`src/rtl/sizer_pkg.sv`:
```
package sizer_pkg;
  localparam int REG_BYTES = 4;
  localparam int LANES     = 2;
  localparam int REG_W     = REG_BYTES * 8;
  localparam int BUS_W     = LANES * 8;
  localparam int TGT_W     = $clog2(REG_BYTES);

  typedef enum logic [1:0] {
    SZ_BYTE = 2'd0,
    SZ_HALF = 2'd1,
    SZ_WORD = 2'd2,
    SZ_WRSV = 2'd3
  } acc_size_e;

  // one external cycle: which lanes are used and which register byte each carries
  typedef struct packed {
    logic [LANES-1:0]            en;
    logic [LANES-1:0][TGT_W-1:0] tgt;
    logic                        last;
  } beat_t;
endpackage

```
`src/rtl/sizer_beat_plan.sv`:
```
module sizer_beat_plan
  import sizer_pkg::*;
#(
  parameter int AW = 24
) (
  input  logic [AW-1:0] addr,
  input  acc_size_e     size,
  input  logic          dev8,
  input  logic          be,
  input  logic [1:0]    idx,
  output logic [AW-1:0] beat_addr,
  output beat_t         beat
);
  logic [AW-1:0]    base;
  logic [1:0]       off;
  logic             is_word;
  logic             half_sel;
  logic             lane;
  logic [TGT_W-1:0] t8;

  assign is_word = (size == SZ_WORD) || (size == SZ_WRSV);

  always_comb begin
    base     = addr;
    off      = 2'd0;
    beat     = '0;
    half_sel = 1'b0;
    lane     = 1'b0;
    t8       = '0;
    unique case (size)
      SZ_BYTE: base = addr;
      SZ_HALF: base = {addr[AW-1:1], 1'b0};
      default: base = {addr[AW-1:2], 2'b00};
    endcase
    if (!dev8) begin
      if (is_word) begin
        // big-endian puts the upper half at the lower address
        half_sel    = idx[0] ^ be;
        beat.en     = 2'b11;
        beat.tgt[0] = {half_sel, 1'b0};
        beat.tgt[1] = {half_sel, 1'b1};
        off         = {idx[0], 1'b0};
        beat.last   = idx[0];
      end else if (size == SZ_HALF) begin
        beat.en     = 2'b11;
        beat.tgt[0] = 2'd0;
        beat.tgt[1] = 2'd1;
        beat.last   = 1'b1;
      end else begin
        lane        = addr[0] ^ be;
        beat.en     = lane ? 2'b10 : 2'b01;
        beat.last   = 1'b1;
      end
    end else begin
      beat.en = be ? 2'b10 : 2'b01;
      if (is_word) begin
        t8        = be ? ~idx : idx;
        off       = idx;
        beat.last = &idx;
      end else if (size == SZ_HALF) begin
        t8        = {1'b0, idx[0] ^ be};
        off       = {1'b0, idx[0]};
        beat.last = idx[0];
      end else begin
        beat.last = 1'b1;
      end
      beat.tgt[0] = t8;
      beat.tgt[1] = t8;
    end
    beat_addr = base + AW'(off);
  end
endmodule

```
`src/rtl/sizer_seq.sv`:
```
module sizer_seq (
  input  logic       clk,
  input  logic       rst_n,
  input  logic       req_valid,
  input  logic       cur_last,
  output logic       req_ready,
  output logic       accept,
  output logic       advance,
  output logic       finish,
  output logic [1:0] idx_next,
  output logic       done
);
  typedef enum logic [1:0] {ST_IDLE, ST_RUN, ST_DONE} st_e;
  st_e        st;
  logic [1:0] idx;

  assign req_ready = (st != ST_RUN);
  assign accept    = req_valid && req_ready;
  assign advance   = (st == ST_RUN) && !cur_last;
  assign finish    = (st == ST_RUN) && cur_last;
  assign idx_next  = accept ? 2'd0 : idx + 2'd1;
  assign done      = (st == ST_DONE);

  always_ff @(posedge clk or negedge rst_n) begin
    if (!rst_n) begin
      st  <= ST_IDLE;
      idx <= 2'd0;
    end else if (accept) begin
      st  <= ST_RUN;
      idx <= 2'd0;
    end else begin
      unique case (st)
        ST_RUN: begin
          if (cur_last) st <= ST_DONE;
          else          idx <= idx + 2'd1;
        end
        ST_DONE: st <= ST_IDLE;
        default: st <= ST_IDLE;
      endcase
    end
  end
endmodule

```
`src/rtl/sizer_bus_drive.sv`:
```
module sizer_bus_drive
  import sizer_pkg::*;
#(
  parameter int AW = 24
) (
  input  logic                        clk,
  input  logic                        rst_n,
  input  logic                        load,
  input  logic                        finish,
  input  logic                        wr_next,
  input  logic [AW-1:0]               beat_addr,
  input  beat_t                       beat,
  input  logic [REG_W-1:0]            wsrc,
  output logic [AW-1:0]               bus_addr,
  output logic [BUS_W-1:0]            bus_wdata,
  output logic [LANES-1:0]            strobe_n,
  output logic                        bus_cycle,
  output logic [LANES-1:0][TGT_W-1:0] cur_tgt,
  output logic                        cur_last
);
  logic [REG_BYTES-1:0][7:0] wbytes;
  assign wbytes = wsrc;

  for (genvar g = 0; g < LANES; g++) begin : g_lane
    always_ff @(posedge clk or negedge rst_n) begin
      if (!rst_n) begin
        bus_wdata[g*8 +: 8] <= 8'h00;
        strobe_n[g]         <= 1'b1;
        cur_tgt[g]          <= '0;
      end else if (load) begin
        if (wr_next && beat.en[g]) bus_wdata[g*8 +: 8] <= wbytes[beat.tgt[g]];
        strobe_n[g] <= ~beat.en[g];
        cur_tgt[g]  <= beat.tgt[g];
      end else if (finish) begin
        strobe_n[g] <= 1'b1;
      end
    end
  end

  always_ff @(posedge clk or negedge rst_n) begin
    if (!rst_n) begin
      bus_addr  <= '0;
      bus_cycle <= 1'b0;
      cur_last  <= 1'b0;
    end else if (load) begin
      bus_addr  <= beat_addr;
      bus_cycle <= 1'b1;
      cur_last  <= beat.last;
    end else if (finish) begin
      bus_cycle <= 1'b0;
      cur_last  <= 1'b0;
    end
  end
endmodule

```
`src/rtl/sizer_rd_assemble.sv`:
```
module sizer_rd_assemble
  import sizer_pkg::*;
(
  input  logic                        clk,
  input  logic                        rst_n,
  input  logic                        clear,
  input  logic                        cap,
  input  logic [LANES-1:0]            en,
  input  logic [LANES-1:0][TGT_W-1:0] tgt,
  input  logic [BUS_W-1:0]            bus_rdata,
  input  acc_size_e                   size,
  input  logic                        sgn,
  output logic [REG_W-1:0]            rd_data
);
  logic [REG_BYTES-1:0][7:0] hold;

  for (genvar b = 0; b < REG_BYTES; b++) begin : g_byte
    always_ff @(posedge clk or negedge rst_n) begin
      if (!rst_n) begin
        hold[b] <= 8'h00;
      end else if (clear) begin
        hold[b] <= 8'h00;
      end else if (cap) begin
        if (en[0] && (tgt[0] == TGT_W'(b)))      hold[b] <= bus_rdata[7:0];
        else if (en[1] && (tgt[1] == TGT_W'(b))) hold[b] <= bus_rdata[15:8];
      end
    end
  end

  always_comb begin
    unique case (size)
      SZ_BYTE: rd_data = {{24{sgn & hold[0][7]}}, hold[0]};
      SZ_HALF: rd_data = {{16{sgn & hold[1][7]}}, hold[1], hold[0]};
      default: rd_data = hold;
    endcase
  end
endmodule

```
`src/rtl/bus_sizer.sv`:
```
module bus_sizer
  import sizer_pkg::*;
#(
  parameter int AW = 24
) (
  input  logic          clk,
  input  logic          rst_n,
  input  logic          req_valid,
  output logic          req_ready,
  input  logic [AW-1:0] req_addr,
  input  logic [1:0]    req_size,
  input  logic          req_write,
  input  logic          req_signed,
  input  logic [31:0]   req_wdata,
  input  logic          dev_is_8bit,
  input  logic          area_big_endian,
  output logic [AW-1:0] bus_addr,
  output logic [15:0]   bus_wdata,
  input  logic [15:0]   bus_rdata,
  output logic          bus_lo_n,
  output logic          bus_hi_n,
  output logic          bus_cycle,
  output logic [31:0]   rd_data,
  output logic          done
);
  logic          accept, advance, finish, cur_last;
  logic [1:0]    idx_next;
  logic [AW-1:0] cap_addr, p_addr, beat_addr;
  acc_size_e     cap_size, p_size;
  logic          cap_dev8, cap_be, cap_wr, cap_sgn;
  logic          p_dev8, p_be, p_wr;
  logic [REG_W-1:0] cap_wdata, p_wdata;
  beat_t         beat;
  logic [LANES-1:0]            strobe_n;
  logic [LANES-1:0][TGT_W-1:0] cur_tgt;

  always_ff @(posedge clk or negedge rst_n) begin
    if (!rst_n) begin
      cap_addr  <= '0;
      cap_size  <= SZ_BYTE;
      cap_dev8  <= 1'b0;
      cap_be    <= 1'b0;
      cap_wr    <= 1'b0;
      cap_sgn   <= 1'b0;
      cap_wdata <= '0;
    end else if (accept) begin
      cap_addr  <= req_addr;
      cap_size  <= acc_size_e'(req_size);
      cap_dev8  <= dev_is_8bit;
      cap_be    <= area_big_endian;
      cap_wr    <= req_write;
      cap_sgn   <= req_signed;
      cap_wdata <= req_wdata;
    end
  end

  // the first cycle is planned straight from the request, later ones from the copy
  assign p_addr  = accept ? req_addr               : cap_addr;
  assign p_size  = accept ? acc_size_e'(req_size)  : cap_size;
  assign p_dev8  = accept ? dev_is_8bit            : cap_dev8;
  assign p_be    = accept ? area_big_endian        : cap_be;
  assign p_wr    = accept ? req_write              : cap_wr;
  assign p_wdata = accept ? req_wdata              : cap_wdata;

  sizer_seq u_seq (
    .clk, .rst_n, .req_valid, .cur_last,
    .req_ready, .accept, .advance, .finish, .idx_next, .done
  );

  sizer_beat_plan #(.AW(AW)) u_plan (
    .addr(p_addr), .size(p_size), .dev8(p_dev8), .be(p_be),
    .idx(idx_next), .beat_addr, .beat
  );

  sizer_bus_drive #(.AW(AW)) u_drive (
    .clk, .rst_n,
    .load(accept || advance), .finish,
    .wr_next(p_wr), .beat_addr, .beat, .wsrc(p_wdata),
    .bus_addr, .bus_wdata, .strobe_n, .bus_cycle, .cur_tgt, .cur_last
  );

  sizer_rd_assemble u_rd (
    .clk, .rst_n, .clear(accept),
    .cap(bus_cycle && !cap_wr),
    .en(~strobe_n), .tgt(cur_tgt), .bus_rdata,
    .size(cap_size), .sgn(cap_sgn), .rd_data
  );

  assign bus_lo_n = strobe_n[0];
  assign bus_hi_n = strobe_n[1];
endmodule

```
`config.mk`:
```
export PLATFORM = sky130hd
export DESIGN_NAME = bus_sizer
export DESIGN_NICKNAME = d
export VERILOG_FILES = /design/src/rtl/sizer_pkg.sv /design/src/rtl/sizer_beat_plan.sv /design/src/rtl/sizer_seq.sv /design/src/rtl/sizer_bus_drive.sv /design/src/rtl/sizer_rd_assemble.sv /design/src/rtl/bus_sizer.sv
export SDC_FILE = /design/constraint.sdc
export NUM_CORES = 1
export LEC_CHECK = 0
export BUFFER_PORTS_ARGS = -buffer_cell sky130_fd_sc_hd__buf_2
export CORE_MARGIN = 2
export CORE_UTILIZATION = 58
export CTS_CLUSTER_DIAMETER = 30
export DETAILED_ROUTE_END_ITERATION = 12
export HOLD_SLACK_MARGIN = 0.12
export PLACE_DENSITY = 0.83
export SLEW_MARGIN = 5
export SYNTH_ARGS = -nofsm -noshare
export SYNTH_HDL_FRONTEND = slang
export SYNTH_SLANG_ARGS = --single-unit
export TNS_END_PERCENT = 10
```
`constraint.sdc`:
```
create_clock -name clk -period 6 [get_ports clk]
set_clock_uncertainty 0.2 [all_clocks]
set_input_delay 1.5 -clock clk [delete_from_list [all_inputs] [get_ports clk]]
set_output_delay 1.5 -clock clk [all_outputs]
set_load 0.02 [all_outputs]
```
==> metrics.csv, run 1 <==
metric;value;unit
Post-DRT Antenna Nets;0;
chip height;123;um
final total negative setup slack;0;ns
adder-cell share of the synthesized area;0.547;%
Final Routed Wirelength;21.5;mm
mapped cell area;8230;um2
number of standard-cell rows in the floorplan;43;
Pwr Density;593;nW/um2
ys flop type;sky130_fd_sc_hd__dfrtp_1;
number of hold-repair buffers added at the cts stage;0;
number of nets in the synthesized netlist;978;
type of the worst setup path;in2reg;
Final nets;1097;
Post-CTS Repair Setup Buffers;0;
largest net degree at the start of global routing;111;
proportion of layout cells with a drive suffix above 1;25.5;%
global-route total usage across every layer;29.2;%
TritonCTS buffer count;17;
worst-path fanout max;27;
unrepaired setup endpoints after global routing;false;
via-per-instance ratio;5.99;
IR Drop Worst-Case VDD;0.000294;V
Clock transition at path regs;0.06;ns
number of hold violations in the final report;0;
minimum period implied by the final worst setup slack;4.77;ns
Final Instance Area;9620;um2
share of the core filled with cells;69.3;%
final-layout fill cell count;1124;
clock root cell;sky130_fd_sc_hd__clkbuf_16;
multiplexer share of the synthesized area;11.8;%
number of vias in the routed layout;7227;
total number of clock tree sinks;145;
placer congestion estimate;0.922;
Post-synth EDFFs;0;
hold crit path type;reg2reg;
per-instance average area after synthesis;9.20;um2
first-pass iteration count of the detailed router;5;
total leakage power;4.88;nW
post-synthesis simple-gate area fraction;19.6;%
wire length of the first global-routing pass;34.2;mm
xor/xnor share of the synthesized area;3.12;%
CTS HTree Levels;4;
effective utilization at floorplan;59.3;%
count of distinct cell types in the synthesized netlist;59;
Setup violations, final;0;
post-synthesis register bit count;145;
HPWL after detailed placement;14.1;mm
Iteration-0 DRC Markers;669;
Remaining DRCs;0;
via count of the first global-routing pass;6924;
top library cells by usage in the layout, fill and taps aside;sky130_fd_sc_hd__nand2_1, sky130_fd_sc_hd__buf_2, sky130_fd_sc_hd__dfrtp_1;
placeable core area;13900;um2
Crit. End Element;flop;
Routed WL per cell;17.8;um
max-slew violation count;0;
Max Freq;0.209;GHz
Mapped Cells;894;
Horiz. Die Dim;123;um
Placement Cell Area;9000;um2
startpoint type of the worst setup path;input port;
combinational family with the most area after synthesis;simple AND/OR/NAND/NOR gates;
initial antenna violation count;0;
complex-gate fraction of the synthesized area;15.8;%
overflow left after global routing;0;
clock tree from TritonCTS;yes;
crit path DAT;4.89;ns
count of max-cap constraint violations;0;
die outline area;15200;um2
growth of design area from synthesis to finish;16.9;%
Required @ worst endpoint;6.11;ns
Yosys warnings;0;
share of the clock period used by the worst path;79.6;%
share of synthesized flip-flops with an asynchronous set or reset;100;%
Max clock buf depth;2;
commonest non-fill, non-tap cell in the layout;sky130_fd_sc_hd__nand2_1;
worst max-slew margin expressed relative to the limit;23.3;%
Clk Latency, worst-skew pair;0.43;ns
sequential area share after synthesis;44.1;%
input/output buffers;157;
number of I/O pins;158;
result of the run;finished clean;
post_cts resized;0;
transition time of the tightest slew-check pin;1.15;ns
## final cells by class
class	count	area (um2)	share of cell area (%)
clock inverter	13	160	1.66
timing repair buffer	169	882	9.17
inverter	19	71.3	0.741
antenna	1	2.50	0.0260
tap	180	225	2.34
sequential	145	3630	37.7
clock buffer	19	453	4.71
multi-input combinational	661	4190	43.6
## cell usage after synthesis, types with 3 or more instances
cell type / instances / area share [%]
sky130_fd_sc_hd__o32ai_1: 8 / 0.85
sky130_fd_sc_hd__a31oi_1: 4 / 0.30
sky130_fd_sc_hd__nor2b_1: 3 / 0.23
sky130_fd_sc_hd__buf_1: 6 / 0.27
sky130_fd_sc_hd__nor3b_1: 6 / 0.55
sky130_fd_sc_hd__o31ai_1: 26 / 2.4
sky130_fd_sc_hd__inv_1: 17 / 0.78
sky130_fd_sc_hd__a211o_1: 10 / 1.1
sky130_fd_sc_hd__buf_4: 13 / 1.2
sky130_fd_sc_hd__nor2_1: 31 / 1.4
sky130_fd_sc_hd__o21ai_0: 44 / 2.7
sky130_fd_sc_hd__buf_2: 13 / 0.79
sky130_fd_sc_hd__nand4_1: 12 / 0.91
sky130_fd_sc_hd__nand3b_1: 3 / 0.27
sky130_fd_sc_hd__xor2_1: 14 / 1.5
sky130_fd_sc_hd__nand3_1: 37 / 2.3
sky130_fd_sc_hd__a21oi_1: 19 / 1.2
sky130_fd_sc_hd__a211oi_1: 25 / 2.3
sky130_fd_sc_hd__o21bai_1: 3 / 0.27
sky130_fd_sc_hd__nor3_1: 8 / 0.49
sky130_fd_sc_hd__o211ai_1: 10 / 0.91
sky130_fd_sc_hd__and3_1: 30 / 2.3
sky130_fd_sc_hd__mux2_2: 34 / 4.7
sky130_fd_sc_hd__mux2_4: 7 / 1.3
sky130_fd_sc_hd__nand2_1: 213 / 9.7
sky130_fd_sc_hd__or2_2: 3 / 0.23
sky130_fd_sc_hd__dfrtp_1: 143 / 43
sky130_fd_sc_hd__mux2i_1: 45 / 5.5
sky130_fd_sc_hd__xnor2_1: 9 / 0.96
sky130_fd_sc_hd__a21o_1: 26 / 2.4
sky130_fd_sc_hd__clkbuf_1: 35 / 1.6
## worst max-delay path: stages
cell and delay [ns]:
sky130_fd_sc_hd__buf_2 0.31, sky130_fd_sc_hd__inv_1 0.31, sky130_fd_sc_hd__nor2_4 0.56, sky130_fd_sc_hd__nand2_1 0.11
sky130_fd_sc_hd__nand2_1 0.09, sky130_fd_sc_hd__o21a_1 0.12, sky130_fd_sc_hd__ha_1 0.16, sky130_fd_sc_hd__inv_1 0.05
sky130_fd_sc_hd__fa_1 0.43, sky130_fd_sc_hd__a21oi_1 0.58, sky130_fd_sc_hd__nand4_1 0.21, sky130_fd_sc_hd__xnor2_1 0.18
sky130_fd_sc_hd__mux2_2 0.26
## path summary, 6_finish.rpt
kind                                                   from                           endpoint  slack, ns  cells past startpoint
max                                               req_valid   u_drive.bus_addr[22]$_DFFE_PN0N_       1.23                     13
min                        u_drive.bus_addr[20]$_DFFE_PN0N_   u_drive.bus_addr[20]$_DFFE_PN0N_       0.27                      2
max reg2reg                         u_seq.st[1]$_DFFE_PN0P_  u_drive.bus_wdata[14]$_DFFE_PN0P_       2.01                      8
min reg2reg                u_drive.bus_addr[20]$_DFFE_PN0N_   u_drive.bus_addr[20]$_DFFE_PN0N_       0.27                      2
max in group asynchronous                             rst_n            cap_wdata[12]$_DFF_PN0_       3.51                      2
min in group asynchronous                             rst_n    u_drive.bus_addr[9]$_DFFE_PN0N_       0.99                      1
## kinds of logic after synthesis
kind of cell	count (synthesis)
AND/OR/NAND/NOR	356
AO/OA/AOI/OAI	189
flip-flops	145
buffers and inverters	88
multiplexers	88
XOR/XNOR	25
adder cells (fa/ha/maj)	3
## report_power, final
part           leakage (nW)  internal (mW)  switching (mW)
Clock                 0.287          0.674           0.430
Combinational          2.80           1.09            1.71
Sequential             1.80           1.46           0.344
## per-layer routing
layer,vias to the layer above,GRT usage [%],wire length (um)
met2,330,46.8,10300
met1,3476,38.9,9120
li1,3377,-,-
met3,44,5.81,1590
met4,0,12.0,498
met5,-,0,0
## flip-flops by register name, summed over array words and instances, names as in the netlist
| register | count |
|---|---|
| cap_wr | 1 |
| u_drive.bus_cycle | 1 |
| u_drive.cur_last | 1 |
| cap_wdata | 32 |
| u_drive.bus_addr | 24 |
| u_drive.cur_tgt | 3 |
| cap_addr | 24 |
| u_rd.hold | 32 |
| cap_dev8 | 1 |
| cap_size | 2 |
| u_drive.bus_wdata | 16 |
| cap_sgn | 1 |
| cap_be | 1 |
| u_seq.idx | 2 |
| u_drive.strobe_n | 2 |
| u_seq.st | 2 |
## metrics by stage
stage	hold WS, ns	power, mW	instances	worst slack (ns)
6_report	0.274	5.71	1207	1.23
5_1_grt	0.299	6.08	1206	0.959
4_1_cts	0.279	5.70	1206	1.27
3_5_place_dp	0.262	4.57	1174	0.834
3_3_place_gp	0.256	4.50	1174	0.952
2_1_floorplan	0.242	3.87	894	1.62
Note: power is estimated with default switching activity, not from simulation.
==> run 2: changes to the inputs <==
--- a/config.mk
+++ b/config.mk
@@ -5,13 +5,14 @@
 export SDC_FILE = /design/constraint.sdc
 export NUM_CORES = 1
 export LEC_CHECK = 0
+export ABC_AREA = 1
 export BUFFER_PORTS_ARGS = -buffer_cell sky130_fd_sc_hd__buf_2
 export CORE_MARGIN = 2
-export CORE_UTILIZATION = 58
+export CORE_UTILIZATION = 56
 export CTS_CLUSTER_DIAMETER = 30
 export DETAILED_ROUTE_END_ITERATION = 12
 export HOLD_SLACK_MARGIN = 0.12
-export PLACE_DENSITY = 0.83
+export PLACE_DENSITY = 0.81
 export SLEW_MARGIN = 5
 export SYNTH_ARGS = -nofsm -noshare
 export SYNTH_HDL_FRONTEND = slang
==> constraint.sdc (replaced) <==
create_clock -name clk -period 4.59 [get_ports clk]
set_clock_uncertainty 0.2 [all_clocks]
set_input_delay 1.1475 -clock clk [delete_from_list [all_inputs] [get_ports clk]]
set_output_delay 1.1475 -clock clk [all_outputs]
set_load 0.02 [all_outputs]
==> metrics.csv, run 2 <==
metric;value;unit
number of I/O pins;158;
CTS HTree Levels;4;
per-instance average area after synthesis;7.33;um2
max-slew violation count;0;
number of hold violations in the final report;0;
Post-CTS Repair Setup Buffers;0;
Clock transition at path regs;0.06;ns
via count of the first global-routing pass;7422;
Setup violations, final;0;
input/output buffers;157;
Final Routed Wirelength;22.2;mm
depth of the worst register-to-register path;16;
HPWL after detailed placement;15.5;mm
first-pass iteration count of the detailed router;6;
CP Cell Sequence;nor2_1 -> nand3_1 -> nand2_1 -> nand2_1 -> o21ai_0 -> buf_2;
proportion of layout cells with a drive suffix above 1;20.3;%
Clock Power Share;20.2;%
placer congestion estimate;0.872;
wire length of the first global-routing pass;36.3;mm
clock root cell;sky130_fd_sc_hd__clkbuf_16;
growth of design area from synthesis to finish;17.1;%
cell with the most instances after synthesis;sky130_fd_sc_hd__nand2_1;
switching fraction of total power;47.2;%
commonest cells in the synthesized netlist;sky130_fd_sc_hd__nand2_1, sky130_fd_sc_hd__dfrtp_1, sky130_fd_sc_hd__inv_1, sky130_fd_sc_hd__nand3_1, sky130_fd_sc_hd__o21ai_0;
top library cells by usage in the layout, fill and taps aside;sky130_fd_sc_hd__nand2_1, sky130_fd_sc_hd__buf_2, sky130_fd_sc_hd__dfrtp_1;
cell types occupying the most area after synthesis;sky130_fd_sc_hd__dfrtp_1, sky130_fd_sc_hd__nand2_1, sky130_fd_sc_hd__nand3_1;
Post-DRT Antenna Nets;0;
Post-synth EDFFs;0;
global-route total usage across every layer;28.6;%
commonest non-fill, non-tap cell in the layout;sky130_fd_sc_hd__nand2_1;
sequential power share;27.9;%
top-area cell type share of the netlist area;43.2;%
minimum period implied by the final worst setup slack;3.84;ns
result of the run;finished clean;
placeable core area;14500;um2
origin of the worst setup path;cap_size[0]$_DFF_PN0_;
Int Power;4.14;mW
Remaining DRCs;0;
Critical Path Sink;rd_data[20];
Required @ worst endpoint;3.24;ns
post-synthesis register bit count;145;
Yosys warnings;0;
share of synthesized flip-flops with an asynchronous set or reset;100;%
Pwr Density;810;nW/um2
IR Drop Worst-Case VDD;0.000345;V
Crit. End Element;output pin;
via-per-instance ratio;5.53;
largest net degree at the start of global routing;89;
largest registers in the final layout;cap_wdata x32, u_rd.hold x32;
worst reg2reg path startpoint;u_seq.st[1]$_DFFE_PN0P_;
post_cts resized;0;
effective utilization at floorplan;57.2;%
hold crit path type;reg2reg;
crit path DAT;2.49;ns
worst r2r dst;u_drive.bus_addr[16]$_DFFE_PN0N_;
total number of clock tree sinks;145;
type of the worst setup path;reg2out;
stage delay of the slowest cell on the critical path;0.40;ns
Iteration-0 DRC Markers;964;
startpoint type of the worst setup path;flop;
number of nets in the synthesized netlist;1214;
total leakage power;5.16;nW
top cell type by total area after synthesis;sky130_fd_sc_hd__dfrtp_1;
number of standard-cell rows in the floorplan;44;
combinational power share;52.0;%
switching power summed over all nets;3.71;mW
most frequent cell on the critical path;sky130_fd_sc_hd__nand2_1;
Routed WL per cell;15.3;um
clock tree from TritonCTS;yes;
share of the clock period used by the worst path;83.6;%
worst max-slew margin expressed relative to the limit;45.8;%
Max clock buf depth;2;
die outline area;15800;um2
TritonCTS buffer count;17;
initial antenna violation count;0;
power after layout;7.85;mW
overflow left after global routing;0;
Final nets;1339;
unrepaired setup endpoints after global routing;false;
final-layout fill cell count;1259;
ys flop type;sky130_fd_sc_hd__dfrtp_1;
number of hold-repair buffers added at the cts stage;0;
Horiz. Die Dim;126;um
worst-path fanout max;16;
mapped cell area;8280;um2
final total negative setup slack;0;ns
Critical Path Slowest Stage Cell;sky130_fd_sc_hd__dfrtp_1;
count of distinct cell types in the synthesized netlist;37;
Worst R2R Setup Slack;1.35;ns
chip height;126;um
Max Freq;0.261;GHz
Mapped Cells;1130;
number of vias in the routed layout;8038;
transition time of the tightest slew-check pin;0.813;ns
Clk Latency, worst-skew pair;0.43;ns
sequential area share after synthesis;43.9;%
count of max-cap constraint violations;0;
==> run 2: logic make-up after synthesis <==
| kind of cell | after synthesis | synth area share, % |
|---|---|---|
| fa+ha+maj | 3 | 0.544 |
| compound gates | 146 | 10.5 |
| simple gates | 667 | 35.6 |
| buf+inv | 169 | 9.51 |
| flops | 145 | 43.9 |
==> run 2: area by class of cell <==
| class | count | area [um2] | area share [%] |
|---|---|---|---|
| well taps | 184 | 230 | 2.38 |
| clock buffers | 19 | 443 | 4.57 |
| diodes | 2 | 5.00 | 0.0516 |
| multi-input cells | 816 | 3860 | 39.9 |
| repair buffers | 168 | 887 | 9.15 |
| flip-flops and latches | 145 | 3630 | 37.5 |
| inverters | 107 | 402 | 4.14 |
| clock inverters | 12 | 230 | 2.38 |
==> run 2: metrics by stage <==
step | worst slack (ns) | std cells | util, % | hold WS, ns | instance area, um2
floorplan | 0.745 | 1130 | - | 0.256 | 8280
global placement | 0.745 | 1420 | 62.3 | 0.261 | 9010
detailed placement | 0.622 | 1420 | 62.3 | 0.264 | 9010
CTS | 0.788 | 1451 | 66.9 | 0.280 | 9690
global route | 0.558 | 1451 | 66.9 | 0.300 | 9690
finish | 0.752 | 1453 | 66.9 | 0.275 | 9690
==> run 2: critical path: cells and delay by family (launching register included) <==
family	cells	cell delay [ns]
buf+inv	1	0.22
compound gates	1	0.23
simple gates	4	1.21
flops	1	0.40
==> run 2: how the worst min path moves through the flow <==
stage                                            startpoint                                end  slack [ns]  cells after the start
after detailed placement  u_drive.bus_wdata[15]$_DFFE_PN0P_  u_drive.bus_wdata[15]$_DFFE_PN0P_        0.26                      2
after global routing      u_drive.bus_wdata[10]$_DFFE_PN0P_  u_drive.bus_wdata[10]$_DFFE_PN0P_        0.30                      2
after global placement    u_drive.bus_wdata[10]$_DFFE_PN0P_  u_drive.bus_wdata[10]$_DFFE_PN0P_        0.26                      2
after floorplan                     cap_wdata[24]$_DFF_PN0_            cap_wdata[24]$_DFF_PN0_        0.26                      2
after CTS                 u_drive.bus_wdata[15]$_DFFE_PN0P_  u_drive.bus_wdata[15]$_DFFE_PN0P_        0.28                      2
final                     u_drive.bus_wdata[15]$_DFFE_PN0P_  u_drive.bus_wdata[15]$_DFFE_PN0P_        0.28                      2
==> run 2: power by group through the flow <==
stage	Clock [mW]	Sequential [mW]	Combinational [mW]
5_1_grt	1.65	2.25	4.54
4_1_cts	1.59	2.18	4.05
2_1_floorplan	0	2.35	2.86
3_3_place_gp	0	2.18	3.94
3_5_place_dp	0	2.20	4.01
6_report	1.58	2.19	4.08
==> run 2: routing by layer <==
| layer | up-vias | routed length, um | GRT usage, % |
|---|---|---|---|
| li1 | 3915 | - | - |
| met1 | 3697 | 9550 | 39.4 |
| met3 | 55 | 1740 | 5.52 |
| met5 | - | 0 | 0 |
| met2 | 371 | 10200 | 44.5 |
| met4 | 0 | 648 | 11.9 |
==> run 3: changes to the inputs <==
--- a/config.mk
+++ b/config.mk
@@ -5,7 +5,7 @@
 export SDC_FILE = /design/constraint.sdc
 export NUM_CORES = 1
 export LEC_CHECK = 0
-export ABC_AREA = 1
+export ABC_AREA = 0
 export BUFFER_PORTS_ARGS = -buffer_cell sky130_fd_sc_hd__buf_2
 export CORE_MARGIN = 2
 export CORE_UTILIZATION = 56
==> constraint.sdc (replaced) <==
create_clock -name clk -period 4 [get_ports clk]
set_clock_uncertainty 0.2 [all_clocks]
set_input_delay 1 -clock clk [delete_from_list [all_inputs] [get_ports clk]]
set_output_delay 1 -clock clk [all_outputs]
set_load 0.02 [all_outputs]
==> metrics.csv, run 3 (same netlist as run 1, synthesis figures left out) <==
metric;value;unit
Clock transition at path regs;0.06;ns
top library cells by usage in the layout, fill and taps aside;sky130_fd_sc_hd__nand2_1, sky130_fd_sc_hd__buf_2, sky130_fd_sc_hd__dfrtp_1;
number of I/O pins;158;
Routed WL per cell;18.1;um
result of the run;finished clean;
input/output buffers;157;
initial antenna violation count;1;
CTS HTree Levels;4;
placeable core area;14400;um2
Crit. End Element;output pin;
chip height;125;um
max-slew violation count;0;
largest net degree at the start of global routing;72;
effective utilization at floorplan;57.0;%
post_cts resized;0;
first-pass iteration count of the detailed router;5;
Final Routed Wirelength;22.2;mm
die outline area;15700;um2
minimum period implied by the final worst setup slack;3.69;ns
count of max-cap constraint violations;0;
growth of design area from synthesis to finish;19.0;%
overflow left after global routing;0;
Iteration-0 DRC Markers;735;
Max Freq;0.271;GHz
Max clock buf depth;2;
Horiz. Die Dim;125;um
clock root cell;sky130_fd_sc_hd__clkbuf_16;
Inst Count DP;1195;
TritonCTS buffer count;17;
total number of clock tree sinks;145;
final total negative setup slack;0;ns
Clk Latency, worst-skew pair;0.43;ns
power after layout;8.76;mW
final cell count without fillers;1227;
Post-DRT Antenna Nets;0;
Remaining DRCs;0;
wire length of the first global-routing pass;36.9;mm
number of standard-cell rows in the floorplan;44;
worst-path fanout max;18;
transition time of the tightest slew-check pin;1.09;ns
IR Drop Worst-Case VDD;0.000413;V
Diodes inserted;0;
number of instances on the worst hold path;2;
total leakage power;5.00;nW
via-per-instance ratio;5.95;
crit path DAT;2.49;ns
largest registers in the final layout;cap_wdata x32, u_rd.hold x32;
number of hold-repair buffers added at the cts stage;0;
unrepaired setup endpoints after global routing;false;
type of the worst setup path;reg2out;
Pwr Density;894;nW/um2
depth of the worst register-to-register path;6;
Post-CTS Repair Setup Buffers;0;
hold crit path type;reg2reg;
number of hold violations in the final report;0;
number of vias in the routed layout;7295;
commonest non-fill, non-tap cell in the layout;sky130_fd_sc_hd__nand2_1;
global-route total usage across every layer;29.0;%
clock tree from TritonCTS;yes;
via count of the first global-routing pass;7193;
proportion of layout cells with a drive suffix above 1;26.7;%
HPWL after detailed placement;15.0;mm
worst max-slew margin expressed relative to the limit;27.1;%
placer congestion estimate;0.915;
share of the clock period used by the worst path;92.2;%
Final nets;1114;
Setup violations, final;0;
startpoint type of the worst setup path;flop;
share of the core filled with cells;67.9;%
Required @ worst endpoint;2.80;ns
-- run 3: layout make-up --
class	instances	area (um2)
fillers	1171	4630
repair buffers	186	1020
inverters	19	71.3
clock buffers	22	484
multi-input cells	661	4200
flip-flops and latches	145	3630
clock inverters	10	155
well taps	184	230
-- run 3: path summary, 6_finish.rpt --
kind | endpoint | start | slack, ns
max | rd_data[17] | cap_size[1]$_DFF_PN0_ | 0.31
min | u_drive.bus_addr[0]$_DFFE_PN0N_ | u_drive.bus_addr[0]$_DFFE_PN0N_ | 0.27
max reg2reg | u_drive.bus_wdata[0]$_DFFE_PN0P_ | u_seq.idx[0]$_DFFE_PN0P_ | 0.78
min reg2reg | u_drive.bus_addr[0]$_DFFE_PN0N_ | u_drive.bus_addr[0]$_DFFE_PN0N_ | 0.27
max in group asynchronous | u_drive.strobe_n[1]$_DFFE_PN1P_ | rst_n | 2.37
min in group asynchronous | u_drive.bus_addr[9]$_DFFE_PN0N_ | rst_n | 0.39
-- run 3: worst max-delay path: stages (launching register included) --
cell	delay, ns
sky130_fd_sc_hd__dfrtp_1	0.55
sky130_fd_sc_hd__buf_4	0.30
sky130_fd_sc_hd__nor3b_2	0.85
sky130_fd_sc_hd__a21o_1	0.19
sky130_fd_sc_hd__buf_2	0.17
-- run 3: metal layers --
layer | vias to the layer above | global-route usage (%) | routed length, um
met2 | 341 | 46.4 | 10600
met5 | - | 0 | 0
met1 | 3491 | 40.3 | 9470
li1 | 3416 | - | -
met3 | 47 | 4.11 | 1570
met4 | 0 | 11.1 | 510
-- run 3: through the flow --
stage,hold WS (ns),setup WS (ns),cell area [um2]
6_report,0.269,0.313,9790
2_1_floorplan,0.242,0.124,8230
5_1_grt,0.290,0.169,9790
3_3_place_gp,0.256,0.434,9150
3_5_place_dp,0.262,0.306,9150
4_1_cts,0.276,0.329,9790
-- run 3: power by group --
| group | internal [mW] | switching, mW | total, mW | leakage (nW) |
|---|---|---|---|---|
| Sequential | 2.19 | 0.545 | 2.73 | 1.80 |
| Combinational | 1.70 | 2.60 | 4.30 | 2.88 |
| Clock | 1.11 | 0.621 | 1.73 | 0.312 |
| Total | 4.99 | 3.76 | 8.76 | 5.00 |
